===== config.mk =====
export PLATFORM = sky130hd
export DESIGN_NAME = irqv_top
export DESIGN_NICKNAME = d
export VERILOG_FILES = /design/src/rtl/irqv_pkg.sv /design/src/rtl/irqv_srcbank.sv /design/src/rtl/irqv_vecgen.sv /design/src/rtl/irqv_top.sv
export SDC_FILE = /design/constraint.sdc
export NUM_CORES = 1
export LEC_CHECK = 0
export ABC_AREA = 1
export BUFFER_PORTS_ARGS = -buffer_cell sky130_fd_sc_hd__clkbuf_2
export CORE_ASPECT_RATIO = 0.75
export CORE_MARGIN = 2
export CORE_UTILIZATION = 45
export CTS_CLUSTER_DIAMETER = 100
export DETAILED_ROUTE_END_ITERATION = 10
export PLACE_DENSITY = 0.6
export RECOVER_POWER = 100
export SYNTH_ARGS = -nofsm -noshare
export SYNTH_HDL_FRONTEND = slang
export SYNTH_SLANG_ARGS = --single-unit

===== constraint.sdc =====
create_clock -name clk -period 5.7 [get_ports clk]
set_clock_uncertainty 0.1 [all_clocks]
set_input_delay 0.285 -clock clk [delete_from_list [all_inputs] [get_ports clk]]
set_output_delay 0.285 -clock clk [all_outputs]
set_load 0.01 [all_outputs]

===== src/rtl/irqv_pkg.sv =====
package irqv_pkg;
    typedef enum logic [3:0] {
        OFS_STAT = 4'd0,
        OFS_SET  = 4'd1,
        OFS_ENA  = 4'd2,
        OFS_CRIT = 4'd3,
        OFS_POL  = 4'd4,
        OFS_TRIG = 4'd5,
        OFS_MSK  = 4'd6,
        OFS_VEC  = 4'd7,
        OFS_VCFG = 4'd8
    } irqv_ofs_e;
endpackage


===== src/rtl/irqv_srcbank.sv =====
module irqv_srcbank #(
    parameter int NSRC = 32
) (
    input  logic            clk,
    input  logic            rst_n,
    input  logic [NSRC-1:0] in_bits,
    input  logic [NSRC-1:0] trig,
    input  logic            clr_wr,
    input  logic            set_wr,
    input  logic [NSRC-1:0] wmask,
    output logic [NSRC-1:0] st_q,
    output logic [NSRC-1:0] lvl_q
);
    for (genvar b = 0; b < NSRC; b++) begin : g_bit
        logic s_r, l_r, s_sw, s_n, l_n;

        // software effect first, then the input event
        always_comb begin
            s_sw = s_r;
            if (clr_wr)
                s_sw = (s_r & ~wmask[b]) | l_r;
            else if (set_wr)
                s_sw = s_r | wmask[b];
            s_n = s_sw;
            l_n = l_r;
            if (trig[b]) begin
                if (in_bits[b]) s_n = 1'b1;
            end else begin
                l_n = in_bits[b];
                if (in_bits[b] != l_r) s_n = in_bits[b];
            end
        end

        always_ff @(posedge clk or negedge rst_n) begin
            if (!rst_n) begin
                s_r <= 1'b0;
                l_r <= 1'b0;
            end else begin
                s_r <= s_n;
                l_r <= l_n;
            end
        end

        assign st_q[b]  = s_r;
        assign lvl_q[b] = l_r;
    end
endmodule


===== src/rtl/irqv_vecgen.sv =====
module irqv_vecgen #(
    parameter int NSRC   = 32,
    parameter int VEC_SH = 9
) (
    input  logic [NSRC-1:0] pend,
    input  logic [NSRC-1:0] vcfg,
    output logic [NSRC-1:0] vec
);
    localparam int IW = $clog2(NSRC);

    logic [IW-1:0]   idx_lo, idx_hi;
    logic [NSRC-1:0] off;

    always_comb begin
        idx_lo = '0;
        idx_hi = '0;
        for (int i = NSRC - 1; i >= 0; i--)
            if (pend[i]) idx_lo = IW'(i);
        for (int i = 0; i < NSRC; i++)
            if (pend[i]) idx_hi = IW'(i);
        if (vcfg[0])
            off = NSRC'(NSRC - 1) - NSRC'(idx_hi);
        else
            off = NSRC'(idx_lo);
        if (|pend)
            vec = (vcfg & ~NSRC'(3)) + (off << VEC_SH);
        else
            vec = '0;
    end
endmodule


===== src/rtl/irqv_top.sv =====
module irqv_top
    import irqv_pkg::*;
#(
    parameter int NSRC    = 32,
    parameter bit HAS_VEC = 1'b1,
    parameter int VEC_SH  = 9
) (
    input  logic            clk,
    input  logic            rst_n,
    input  logic [NSRC-1:0] irq_in,
    input  logic [3:0]      reg_addr,
    input  logic            wr_en,
    input  logic [NSRC-1:0] wr_data,
    input  logic            rd_en,
    output logic [NSRC-1:0] rd_data,
    output logic            irq_norm_o,
    output logic            irq_crit_o
);
    logic [NSRC-1:0] en_q, cr_q, pol_q, trig_q, vcfg_q;
    logic [NSRC-1:0] st_q, lvl_q, in_bits, pend, vec_raw, vec_w;

    // line n lands on status bit NSRC-1-n
    for (genvar n = 0; n < NSRC; n++) begin : g_rev
        assign in_bits[NSRC-1-n] = irq_in[n];
    end

    always_ff @(posedge clk or negedge rst_n) begin
        if (!rst_n) begin
            en_q   <= '0;
            cr_q   <= '0;
            pol_q  <= '0;
            trig_q <= '0;
        end else if (wr_en) begin
            unique case (reg_addr)
                OFS_ENA:  en_q   <= wr_data;
                OFS_CRIT: cr_q   <= wr_data;
                OFS_POL:  pol_q  <= wr_data;
                OFS_TRIG: trig_q <= wr_data;
                default:  ;
            endcase
        end
    end

    if (HAS_VEC) begin : g_vcfg
        always_ff @(posedge clk or negedge rst_n) begin
            if (!rst_n)
                vcfg_q <= '0;
            else if (wr_en && reg_addr == OFS_VCFG)
                vcfg_q <= wr_data & ~NSRC'(2);
        end
    end else begin : g_novcfg
        assign vcfg_q = '0;
    end

    irqv_srcbank #(.NSRC(NSRC)) u_src (
        .clk     (clk),
        .rst_n   (rst_n),
        .in_bits (in_bits),
        .trig    (trig_q),
        .clr_wr  (wr_en && reg_addr == OFS_STAT),
        .set_wr  (wr_en && reg_addr == OFS_SET),
        .wmask   (wr_data),
        .st_q    (st_q),
        .lvl_q   (lvl_q)
    );

    assign pend       = st_q & en_q & cr_q;
    assign irq_crit_o = |pend;
    assign irq_norm_o = |(st_q & en_q & ~cr_q);

    irqv_vecgen #(.NSRC(NSRC), .VEC_SH(VEC_SH)) u_vec (
        .pend (pend),
        .vcfg (vcfg_q),
        .vec  (vec_raw)
    );

    assign vec_w = HAS_VEC ? vec_raw : '0;

    always_comb begin
        rd_data = '0;
        if (rd_en) begin
            case (reg_addr)
                OFS_STAT, OFS_SET: rd_data = st_q;
                OFS_ENA:           rd_data = en_q;
                OFS_CRIT:          rd_data = cr_q;
                OFS_POL:           rd_data = pol_q;
                OFS_TRIG:          rd_data = trig_q;
                OFS_MSK:           rd_data = st_q & en_q;
                OFS_VEC:           rd_data = vec_w;
                OFS_VCFG:          rd_data = vcfg_q;
                default:           rd_data = '0;
            endcase
        end
    end
endmodule


After elaboration in Yosys (flattened, before gate mapping)

Index checks and enable logic that the tools add are counted.

Bits in registers: 223
Output and inout port bits: 34
Word-level logic and storage cells: 481

Add/subtract/negate cells: 2
Eq/ne operators: 40
Muxes and demuxes: 227
Bitwise logic cells: 132
Reduce and logical (&&, ||, !) cells: 11

Operator list:

| cell                                                                   | count |
|---|---|
| 32-bit one-hot mux with 8 select lines                                 | 1 |
| 5-bit two-way mux                                                      | 48 |
| 1-bit two-way mux                                                      | 161 |
| 32-bit bitwise AND                                                     | 3 |
| 32-bit two-way mux                                                     | 2 |
| 1-bit bitwise OR                                                       | 64 |
| 32-bit OR reduction                                                    | 2 |
| 32-bit adder                                                           | 1 |
| 1-bit bitwise AND                                                      | 32 |
| 4-bit two-way mux                                                      | 8 |
| 1-bit inequality test                                                  | 32 |
| 1-bit NOT                                                              | 32 |
| 32-bit NOT                                                             | 1 |
| 23-bit two-way mux                                                     | 1 |
| 4-bit by 3-bit equality test with 1-bit output (second input constant) | 4 |
| 3-bit two-way mux                                                      | 4 |
| 4-bit by 2-bit equality test with 1-bit output (second input constant) | 2 |
| 2-bit AND reduction                                                    | 4 |
| 5-bit by 5-bit subtractor with 6-bit output (first input constant)     | 1 |
| 4-bit by 1-bit equality test with 1-bit output (second input constant) | 1 |
| 4-bit equality test (second input constant)                            | 1 |
| 4-bit zero test                                                        | 1 |
| 2-bit two-way mux                                                      | 2 |
| 1-bit logical AND                                                      | 3 |
| 2-bit OR reduction                                                     | 1 |

Longest topological paths before layout

Gate-level depths: netlist of run 1.

Word-level depth: 39
Gate-level depth with buffers: 54

Hierarchy

Synthesis of run 1 repeated with hierarchy kept, for this count alone.

Cells, all modules: 2212
Area, all modules: 14659.1 µm²

By module, submodules not included:

| module       | times used | cells an instance | area each (µm²) | seq. area each (µm²) |
|---|---|---|---|---|
| irqv_top     | 1          | 1298              | 9146.3          | 3978.8 |
| irqv_srcbank | 1          | 608               | 4117.7          | 1601.5 |
| irqv_vecgen  | 1          | 306               | 1395.1          | 0.0 |

Least setup slack after synthesis of run 1

OpenSTA, ideal clock, no wires.

Kind: register to output
Start: register en_q[31]
End: output rd_data[31]
Arrival time: 4.261 ns
Data required time: 5.315 ns
Slack: 1.054 ns
Cell stages (with the launch flop): 55
Path buffers: 0
Cell sequence: dfrtp_1 -> nand2_2 -> nor2_2 -> nand2_1 -> nand2_1 -> nand2_1 -> nand2_1 -> nand2_1 -> nand2_1 -> nand2_1 -> nand2_1 -> nand2_1 -> nand2_1 -> nand2_1 -> nand2_1 -> nand2_1 -> nand2_1 -> nand2_1 -> [... 19 more ...] -> fa_1 -> nand3b_1 -> and2_4 -> inv_2 -> nand2_1 -> a21oi_1 -> inv_2 -> nor2_2 -> inv_2 -> nor2_2 -> nand3_1 -> inv_2 -> nand2_1 -> nor3_2 -> xnor2_1 -> nor2_1 -> a2111oi_0 -> nor2_1

Cells in the longest elaborated chain, start to end: 39
Elaborated cells between the ends (all ways): 42

RTL lines:

| item                                     | RTL line                       | source |
|---|---|---|
| start: declaration                       | irqv_top.sv:19                 | `logic [NSRC-1:0] en_q, cr_q, pol_q, trig_q, vcfg_q;` |
| start signal: assignment                 | irqv_top.sv:35                 | `OFS_ENA: en_q <= wr_data;` |
| 32-bit bitwise AND                       | irqv_top.sv:67, irqv_top.sv:88 |  |
| 32-bit bitwise AND                       | irqv_top.sv:67                 | `assign pend = st_q & en_q & cr_q;` |
| 5-bit two-way mux (32 in a row)          | irqv_vecgen.sv:18              | `if (pend[i]) idx_lo = IW'(i);` |
| 23-bit two-way mux                       | irqv_vecgen.sv:21              | `if (vcfg[0])` |
| 32-bit adder                             | irqv_vecgen.sv:26              | `vec = (vcfg & ~NSRC'(3)) + (off << VEC_SH);` |
| 32-bit two-way mux                       | irqv_vecgen.sv:25              | `if (\|pend)` |
| 32-bit one-hot mux with 8 select lines * | irqv_top.sv:82                 | `case (reg_addr)` |
| 32-bit two-way mux *                     | irqv_top.sv:81                 | `if (rd_en) begin` |
| end: declaration                         | irqv_top.sv:15                 | `output logic [NSRC-1:0] rd_data,` |

Every way passes the cells marked *; elsewhere a longest branch is shown, timed or not.

Worst setup path in the final report of run 1

Start: register cr_q[29]
End: output rd_data[29]

Cells in the longest elaborated chain, start to end: 36
Elaborated cells between the ends (all ways): 41

RTL lines:

| item                                     | RTL line          | source |
|---|---|---|
| start: declaration                       | irqv_top.sv:19    |  |
| start signal: assignment                 | irqv_top.sv:36    | `OFS_CRIT: cr_q <= wr_data;` |
| 32-bit bitwise AND                       | irqv_top.sv:67    |  |
| 5-bit two-way mux (30 in a row)          | irqv_vecgen.sv:18 |  |
| 23-bit two-way mux                       | irqv_vecgen.sv:21 |  |
| 32-bit adder                             | irqv_vecgen.sv:26 |  |
| 32-bit two-way mux                       | irqv_vecgen.sv:25 |  |
| 32-bit one-hot mux with 8 select lines * | irqv_top.sv:82    |  |
| 32-bit two-way mux *                     | irqv_top.sv:81    |  |

Marked as above.

==> results of run 1 <==
-- path summary, 6_finish.rpt --
kind,from,end,cells after the start
max,cr_q[29]$_DFFE_PN0P_,rd_data[29],54
min,wr_data[27],en_q[27]$_DFFE_PN0P_,3
max reg2reg,trig_q[24]$_DFFE_PN0P_,u_src.g_bit[24].s_r$_DFF_PN0_,4
min reg2reg,vcfg_q[8]$_DFFE_PN0P_,vcfg_q[8]$_DFFE_PN0P_,2
max in group asynchronous,rst_n,u_src.g_bit[2].s_r$_DFF_PN0_,3
min in group asynchronous,rst_n,u_src.g_bit[27].l_r$_DFFE_PN0N_,2
-- placed cells by master (no fill, tap or decap), types with 5 or more instances in the layout --
| master | count |
|---|---|
| clkbuf_1 | 13 |
| clkbuf_2 | 94 |
| dfrtp_1 | 221 |
| maj3_1 | 16 |
| o2111ai_1 | 8 |
| clkinv_2 | 6 |
| a211oi_1 | 22 |
| a21oi_1 | 49 |
| inv_2 | 13 |
| o221ai_1 | 5 |
| a31oi_1 | 34 |
| nor2_1 | 71 |
| clkbuf_8 | 7 |
| buf_4 | 38 |
| xnor2_1 | 6 |
| nand3_1 | 36 |
| inv_1 | 143 |
| a221oi_1 | 33 |
| nor2_4 | 5 |
| a41oi_1 | 7 |
| dlygate4sd3_1 | 50 |
| o21ai_1 | 11 |
| o21ai_0 | 206 |
| nand2_1 | 469 |
| nand2_2 | 6 |
| nand3_2 | 14 |
| o22ai_1 | 28 |
| nand3_4 | 7 |
| ha_1 | 5 |
| clkbuf_16 | 25 |
| a22oi_1 | 17 |
| or2_2 | 10 |
-- metal layers --
layer,vias to the layer above,part of all wire (%),track usage [%]
met5,-,0,0
met4,0,1.6,5.57
met3,59,7.7,5.16
met2,432,43,42.4
met1,5677,47,43.1
li1,5607,-,-
-- logic make-up (layout without fill, tap and decap cells) --
family / after synthesis / after routing / share of synthesized area (%)
AOI/OAI and AO/OA: 435 / 435 / 21.5
xor gates and xnor gates: 9 / 9 / 0.654
adders and majority gates: 23 / 23 / 2.12
buffers and inverters: 222 / 408 / 6.91
DFF: 223 / 223 / 46.3
and+or+nand+nor: 641 / 641 / 22.6
-- registers in the layout, summed over array words and instances, names as in the netlist --
| register | flops |
|---|---|
| pol_q | 32 |
| cr_q | 32 |
| u_src.g_bit.l_r | 32 |
| trig_q | 32 |
| u_src.g_bit.s_r | 32 |
| en_q | 32 |
| vcfg_q | 31 |
-- worst max-delay path: cells and delay by family, from the launching register on --
family | cells | cell delay, ns
buf+inv | 7 | 0.61
simple gates | 41 | 2.83
xor+xnor | 1 | 0.15
fa+ha+maj | 2 | 0.49
compound gates | 3 | 0.44
flops | 1 | 0.43
-- through the flow --
| step | worst slack [ns] | util (%) | area [sq um] |
|---|---|---|---|
| after global routing | -0.587 | 56.1 | 14700 |
| after floorplan | 1.05 | - | 12100 |
| after global placement | 0.237 | 49.6 | 13000 |
| after CTS | -0.215 | 55.7 | 14600 |
| after detailed placement | 0.211 | 49.6 | 13000 |
| final | -0.198 | 56.1 | 14700 |
-- layout make-up --
class | count | area [sq um] | share of cell area, %
clock buffer | 32 | 722 | 4.92
clock inverter | 12 | 144 | 0.981
inverter | 161 | 607 | 4.14
multi-input combinational | 1108 | 5820 | 39.7
sequential | 223 | 5580 | 38.1
tap | 344 | 430 | 2.93
timing repair buffer | 203 | 1370 | 9.31
-- power breakdown --
group | leakage [nW] | internal (mW) | switching, mW | total, mW
clock | 0.429 | 1.03 | 0.676 | 1.70
sequential | 2.74 | 1.93 | 0.380 | 2.31
combinational | 3.77 | 0.612 | 0.870 | 1.48
-- what timing repair did --
action / in CTS / in global routing
resized for setup: 21 / 28
endpoints found under the setup margin: 6 / 13
pin swaps: 13 / 22
hold endpoints to repair: 182 / 0
setup buffers: 20 / 12
hold buffers: 50 / 0
==> impl_metrics.yaml, run 1 <==
cells_and_area:
  diodes: 0
  n_fill_cell: 2455
  fin_nets: 1800
  syn_to_final_growth_pct: 21.7
  drive_above_1_share_pct: 15.2
  instances_no_fill: 2083
sta:
  fin_hold_ws_ns: 0.0203
  setup_viol: 7
  min_period_ns: 5.90
  rsz0062_at_grt: "yes"
  period_share_pct: 103
  fmax_mhz: 170
  hold_violations: 0
  slew_violations: 445
  tightest_slew_ns: 3.00
  fin_ws_ns: -0.198
  relSlewSlack_pct: -99.8
  setup-tns-final_ns: -0.748
drt:
  viasPerCell: 5.65
  antenna_left: 0
  drtIter0Drc: 1155
  via_count: 11800
  dr.pass1.iters: 6
  wirelength_um: 40300
  drc: 0
  avgRoutedWirePerCell_um: 19.4
grt:
  grt-ovfl-total: 0
  grt_max_degree: 117
  grt_pass1_wl_um: 61900
  grt_pass1_vias: 10800
  antenna_found_initial: 0
  grt_use_total_pct: 28.4
die:
  io_pins: 106
  core_area_sq_um: 26200
  die_x_um: 193
  die_area_sq_um: 28100
  start_util_pct: 46.1
  row_count: 51
  die_y_um: 146
power_and_ir_drop:
  p_per_area_nw_per_um2: 374
  p_leak_nw: 6.94
  ir_worst_vdd_mv: 0.268
  p_total_mw: 5.49
worst_setup_path:
  cp_data_arrival_time_ns: 5.51
  cp_slowest_cell: "dfrtp_1"
  crit_fanout: 4
  start_kind: "flop"
  crit_top_cell: "nand2_1"
  slowest_delay_ns: 0.43
  rrSetupSlack_ns: 3.77
  critical_path_class: "flop to output port"
  cp.required_ns: 5.32
  end_kind: "output port"
synthesis:
  ys.warnings.count: 0
  synth_ff_type: "dfrtp_1"
  yosysSeqAreaShare_pct: 46.3
  avgSynthCellArea_sq_um: 7.77
  ys_ff_latch: 223
  syn_inst: 1553
  synth_most_common_cell: "nand2_1"
  synth_top_area_share_pct: 46.3
  synth-edff-count: 0
  synth.cell_area_sq_um: 12100
  synth.area.top_cells: "dfrtp_1 (46%), nand2_1 (15%), o21ai_0 (8.5%)"
  synth_top_cell_by_area: "dfrtp_1"
  async_flop_share_pct: 100
  synth_common_cells: "nand2_1 (475), dfrtp_1 (223), o21ai_0 (206)"
  syn_nets: 1632
  yosysUniqueCellTypes: 43
clock_tree:
  cts_max_level: 1
  clock_sinks: 223
  root_buffer: "clkbuf_16"
  cts_tree: "done"
  clk_latency_ns: 0.52
  path_clk_slew_ns: 0.07
  cts_max_path_buffers: 3
  cts_buffers: 24
place:
  place.gp.congestion: 0.913
  place_hpwl_um: 26600
  io_buffers: 105
  placedCellCount: 1958
job:
  maxCapViolCount: 7
hold_path:
  hp-class: "input port to flop"
outcome:
  violations: "capacitance limit, slew limit, setup timing"
  outcome: "complete, but fails checks"
No activity file was read; power rests on OpenSTA's default activity.
==> inputs of run 2 (changes only) <==
--- a/config.mk
+++ b/config.mk
@@ -7,7 +7,7 @@
 export LEC_CHECK = 0
 export ABC_AREA = 1
 export BUFFER_PORTS_ARGS = -buffer_cell sky130_fd_sc_hd__clkbuf_2
-export CORE_ASPECT_RATIO = 0.75
+export CORE_ASPECT_RATIO = 0.5
 export CORE_MARGIN = 2
 export CORE_UTILIZATION = 45
 export CTS_CLUSTER_DIAMETER = 100
==> run 2 against run 1 <==
Effect of this change: the flow still finishes with violations (capacitance limit, slew limit, setup timing); total power down 3.1%; register-to-register slack better by 0.08 ns; cell count up 0.14%; sequential power about the same; core utilization down 0.83 points; clock-buffer cell count unchanged; largest cell class unchanged.
==> impl_metrics.yaml, run 2 (same netlist as run 1, synthesis figures left out) <==
power_and_ir_drop:
  ir_worst_vdd_mv: 0.191
  p_leak_nw: 6.89
  p_per_area_nw_per_um2: 365
  p_total_mw: 5.32
clock_tree:
  root_buffer: "clkbuf_16"
  clk_latency_ns: 0.53
  cts_tree: "done"
  cts_max_path_buffers: 3
  cts_max_level: 1
  clock_sinks: 223
  cts_buffers: 22
  path_clk_slew_ns: 0.07
cells_and_area:
  multi_input_area_sq_um: 5850
  seq_area_sq_um: 5580
  n_fill_cell: 2497
  fin_nets: 1797
  final_common_cell: "nand2_1"
  diodes: 0
  layout_common_cells: "nand2_1 (469), dfrtp_1 (223), o21ai_0 (206)"
  drive_above_1_share_pct: 15.1
  syn_to_final_growth_pct: 20.8
  final_util_pct: 55.2
worst_setup_path:
  cp_data_arrival_time_ns: 5.42
  end_kind: "output port"
  start_kind: "flop"
  r2r-start: "trig_q[9]$_DFFE_PN0P_"
  cp.required_ns: 5.32
  worstRegToRegCells: 4
  rrSetupSlack_ns: 3.85
  cp_slowest_cell: "dfrtp_1"
  crit_top_cell: "nand2_1"
  crit_fanout: 4
  regToRegEndpoint: "u_src.g_bit[9].s_r$_DFF_PN0_"
  slowest_delay_ns: 0.37
  critical_path_class: "flop to output port"
grt:
  antenna_found_initial: 0
  grt_pass1_wl_um: 63600
  grt_pass1_vias: 11300
  grt-ovfl-total: 0
  grt_use_total_pct: 29.0
  grt_max_degree: 130
drt:
  via_count: 11900
  avgRoutedWirePerCell_um: 19.5
  drtIter0Drc: 1214
  dr.pass1.iters: 6
  antenna_left: 0
  viasPerCell: 5.71
  wirelength_um: 40700
  drc: 0
sta:
  hold_violations: 0
  fmax_mhz: 172
  min_period_ns: 5.80
  tightest_slew_ns: 4.40
  setup-tns-final_ns: -0.258
  relSlewSlack_pct: -193
  setup_viol: 3
  rsz0062_at_grt: "yes"
  slew_violations: 290
  fin_hold_ws_ns: 0.0307
  fin_ws_ns: -0.103
  period_share_pct: 102
hold_path:
  whs_endpoint: "trig_q[30]$_DFFE_PN0P_"
  hold_path_depth: 3
  hold_path_startpoint: "wr_data[30]"
  hp-class: "input port to flop"
place:
  io_buffers: 105
  place.gp.congestion: 0.876
  place_ws_ns: 0.139
  place_hpwl_um: 26300
outcome:
  violations: "capacitance limit, slew limit, setup timing"
  outcome: "complete, but fails checks"
die:
  die_y_um: 120
  core_area_sq_um: 26400
  row_count: 42
  io_pins: 106
  die_area_sq_um: 28200
  start_util_pct: 45.7
  die_x_um: 236
job:
  maxCapViolCount: 6
run 2: cell types whose count changed in the layout (fill, tap and decap cells not counted), sizes merged:
| cell | change |
|---|---|
| clkinvlp | +1 |
| buf | +1 |
| bufinv | -1 |
| inv | +2 |
| dlygate4sd3 | -1 |
| clkinv | -6 |
| dlymetal6s4s | +1 |
| clkbuf | -2 |
run 2: what timing repair did:
action	in CTS	in global routing
endpoints found under the setup margin	6	12
resized for setup	17	34
pin swaps	7	9
hold buffers	49	0
buffers inserted	18	15
hold endpoints to repair	158	0
run 2: report_power, final:
part / total, mW / internal [mW] / switching [mW]
clock network: 1.53 / 0.873 / 0.655
logic: 1.50 / 0.615 / 0.882
registers: 2.30 / 1.93 / 0.370
run 2: critical path: cells and delay by family, from the launching register on:
kind,cells,cell delay (ns)
flip-flops,1,0.37
AND/OR/NAND/NOR,43,2.83
adder cells (fa/ha/maj),2,0.55
buffers and inverters,7,0.55
AO/OA/AOI/OAI,3,0.42
XOR/XNOR,1,0.15
run 2: through the flow:
stage          cells  area, sq um
6_report        2086        14600
5_1_grt         2086        14600
4_1_cts         2071        14400
3_5_place_dp    1964        13000
3_3_place_gp    1964        13000
2_1_floorplan   1553        12100
run 2: layer usage:
metal  wire [um]  track usage (%)
met5           0                0
met4         727             6.53
met3        3190             5.71
met2       17900             44.3
met1       18900             42.5
run 2: layout make-up:
class,count,share of cell area (%)
repair buffers,202,9.35
clock buffers,32,4.39
multi-input cells,1108,40.1
well taps,352,3.02
inverters,161,4.16
clock inverters,8,0.670
flip-flops and latches,223,38.3
run 2: worst max-delay path by stage:
stage | endpoint | startpoint | slack [ns]
3_5_place_dp | rd_data[31] | en_q[31]$_DFFE_PN0P_ | 0.14
2_1_floorplan | rd_data[31] | en_q[31]$_DFFE_PN0P_ | 1.05
3_3_place_gp | rd_data[31] | cr_q[31]$_DFFE_PN0P_ | 0.18
6_report | rd_data[29] | u_src.g_bit[31].s_r$_DFF_PN0_ | -0.10
4_1_cts | rd_data[31] | u_src.g_bit[31].s_r$_DFF_PN0_ | -0.11
5_1_grt | rd_data[29] | u_src.g_bit[4].s_r$_DFF_PN0_ | -0.62
==> inputs of run 3 (changes only) <==
--- a/config.mk
+++ b/config.mk
@@ -9,10 +9,10 @@
 export BUFFER_PORTS_ARGS = -buffer_cell sky130_fd_sc_hd__clkbuf_2
 export CORE_ASPECT_RATIO = 0.5
 export CORE_MARGIN = 2
-export CORE_UTILIZATION = 45
+export CORE_UTILIZATION = 60
 export CTS_CLUSTER_DIAMETER = 100
 export DETAILED_ROUTE_END_ITERATION = 10
-export PLACE_DENSITY = 0.6
+export PLACE_DENSITY = 0.77
 export RECOVER_POWER = 100
 export SYNTH_ARGS = -nofsm -noshare
 export SYNTH_HDL_FRONTEND = slang
==> run 3 against run 2 <==
Effect of this change: the run still ends with capacitance limit, slew limit, setup timing left; clock power about the same; design area is 1.3% lower; sequential power about the same; clock-buffer cell count is 6 lower; wire length fell by 3.8%; critical path type unchanged; via count up 1.7%.
==> impl_metrics.yaml, run 3 (same netlist as run 1, synthesis figures left out) <==
sta:
  relSlewSlack_pct: -105
  fin_ws_ns: -0.113
  setup_viol: 6
  rsz0062_at_grt: "yes"
  slew_violations: 436
  fmax_mhz: 172
  hold_violations: 0
  tightest_slew_ns: 3.08
  min_period_ns: 5.81
  setup-tns-final_ns: -0.297
  period_share_pct: 102
die:
  io_pins: 106
  core_area_sq_um: 19600
  die_y_um: 104
  die_x_um: 204
  start_util_pct: 61.5
  die_area_sq_um: 21300
  row_count: 36
clock_tree:
  clock_sinks: 223
  cts_max_path_buffers: 3
  clk_latency_ns: 0.52
  path_clk_slew_ns: 0.07
  cts_max_level: 1
  cts_buffers: 21
  root_buffer: "clkbuf_16"
  cts_tree: "done"
cells_and_area:
  stdcell_area_sq_um: 14400
  syn_to_final_growth_pct: 19.2
  n_fill_cell: 1562
  drive_above_1_share_pct: 15.0
  final_common_cell: "nand2_1"
  layout_common_cells: "nand2_1 (466), dfrtp_1 (221), o21ai_0 (206)"
  diodes: 0
  fin_nets: 1788
worst_setup_path:
  slowest_delay_ns: 0.41
  cp.required_ns: 5.32
  critical_path_class: "flop to output port"
  cp_slowest_cell: "dfrtp_1"
  crit_fanout: 4
  end_kind: "output port"
  crit_top_cell: "nand2_1"
  crit_start: "u_src.g_bit[3].s_r$_DFF_PN0_"
  r2r-start: "trig_q[24]$_DFFE_PN0P_"
  start_kind: "flop"
  cp_data_arrival_time_ns: 5.43
power_and_ir_drop:
  sw_frac_of_total_pct: 35.8
  pwr-share-seq_pct: 43.5
  p_leak_nw: 6.86
  ir_worst_vdd_mv: 0.227
  p_int_mw: 3.40
  clkPwrFrac_pct: 28.4
  p_switching_mw: 1.90
  p_per_area_nw_per_um2: 369
  p_total_mw: 5.30
  pwr-share-comb_pct: 28.1
hold_path:
  hold_path_startpoint: "wr_data[14]"
  hp-class: "input port to flop"
drt:
  wirelength_um: 39200
  dr.pass1.iters: 6
  wl_met1_um: 16100
  dr_wl_met3_um: 4760
  highest-signal-layer: "met4"
  wl_met2_um: 17300
  viasPerCell: 6.10
  avgRoutedWirePerCell_um: 19.7
  drc: 0
  via_count: 12100
  antenna_left: 0
  drtIter0Drc: 1459
grt:
  grt_pass1_vias: 11500
  grt_pass1_wl_um: 61000
  grt-ovfl-total: 0
  grt_use_total_pct: 36.9
  grt_max_degree: 121
  antenna_found_initial: 0
job:
  maxCapViolCount: 9
place:
  place_area_sq_um: 12800
  io_buffers: 105
  place.gp.congestion: 0.968
  place_hpwl_um: 25000
  place_ws_ns: 0.261
outcome:
  outcome: "complete, but fails checks"
  violations: "capacitance limit, slew limit, setup timing"
run 3: cell count changes in the layout (fill, tap and decap cells not counted), sizes merged:
cell / change
buf: -6
clkinv: +1
clkinvlp: -2
clkbuf: -7
inv: +1
bufinv: +1
dlymetal6s4s: -1
run 3: per-stage QoR:
step,instances,hold WS (ns),util [%]
after global routing,1987,0.0368,73.4
after detailed placement,1879,0.342,65.6
after CTS,1989,0.0201,73.0
final,1987,0.0257,73.4
after global placement,1879,0.337,65.6
after floorplan,1553,-0.111,-
run 3: repair_timing:
item	CTS	global route
hold buffers	49	0
endpoints found under the setup margin	6	14
gates resized for setup	16	39
buffers inserted	26	9
pin swaps	3	11
hold endpoints to repair	182	0
run 3: layout make-up:
cell class	count	area [sq um]	share of cell area, %
repair buffers	194	1290	8.95
clock inverters	9	126	0.879
clock buffers	26	594	4.13
well taps	266	333	2.31
multi-input cells	1108	5850	40.7
inverters	161	607	4.22
flip-flops and latches	223	5580	38.8
run 3: path summary, 6_finish.rpt:
path | slack [ns] | end | cells after the start
max | -0.11 | rd_data[23] | 52
min in group asynchronous | 1.18 | trig_q[23]$_DFFE_PN0P_ | 2
max reg2reg | 3.88 | u_src.g_bit[24].s_r$_DFF_PN0_ | 4
min | 0.03 | pol_q[14]$_DFFE_PN0P_ | 3
min reg2reg | 0.39 | pol_q[8]$_DFFE_PN0P_ | 2
max in group asynchronous | 1.64 | vcfg_q[22]$_DFFE_PN0P_ | 3
run 3: metal layers:
layer,vias to the layer above,global-route usage [%]
met5,-,0
met4,0,11.1
met3,101,11.9
met2,668,56.0
met1,5778,50.8
li1,5572,-
run 3: worst max-delay path, delay by kind of cell (launching register included):
kind / cells / cell delay, ns
AO/OA/AOI/OAI: 5 / 0.56
XOR/XNOR: 1 / 0.13
adder cells (fa/ha/maj): 2 / 0.54
buffers and inverters: 7 / 0.65
flip-flops: 1 / 0.41
AND/OR/NAND/NOR: 37 / 2.60
run 3: power groups by stage:
stage	clock network (mW)	logic, mW	registers [mW]
3_3_place_gp	0	1.25	2.28
6_report	1.51	1.49	2.31
5_1_grt	1.59	1.67	2.35
3_5_place_dp	0	1.30	2.30
4_1_cts	1.51	1.40	2.28
2_1_floorplan	0	0.952	2.21
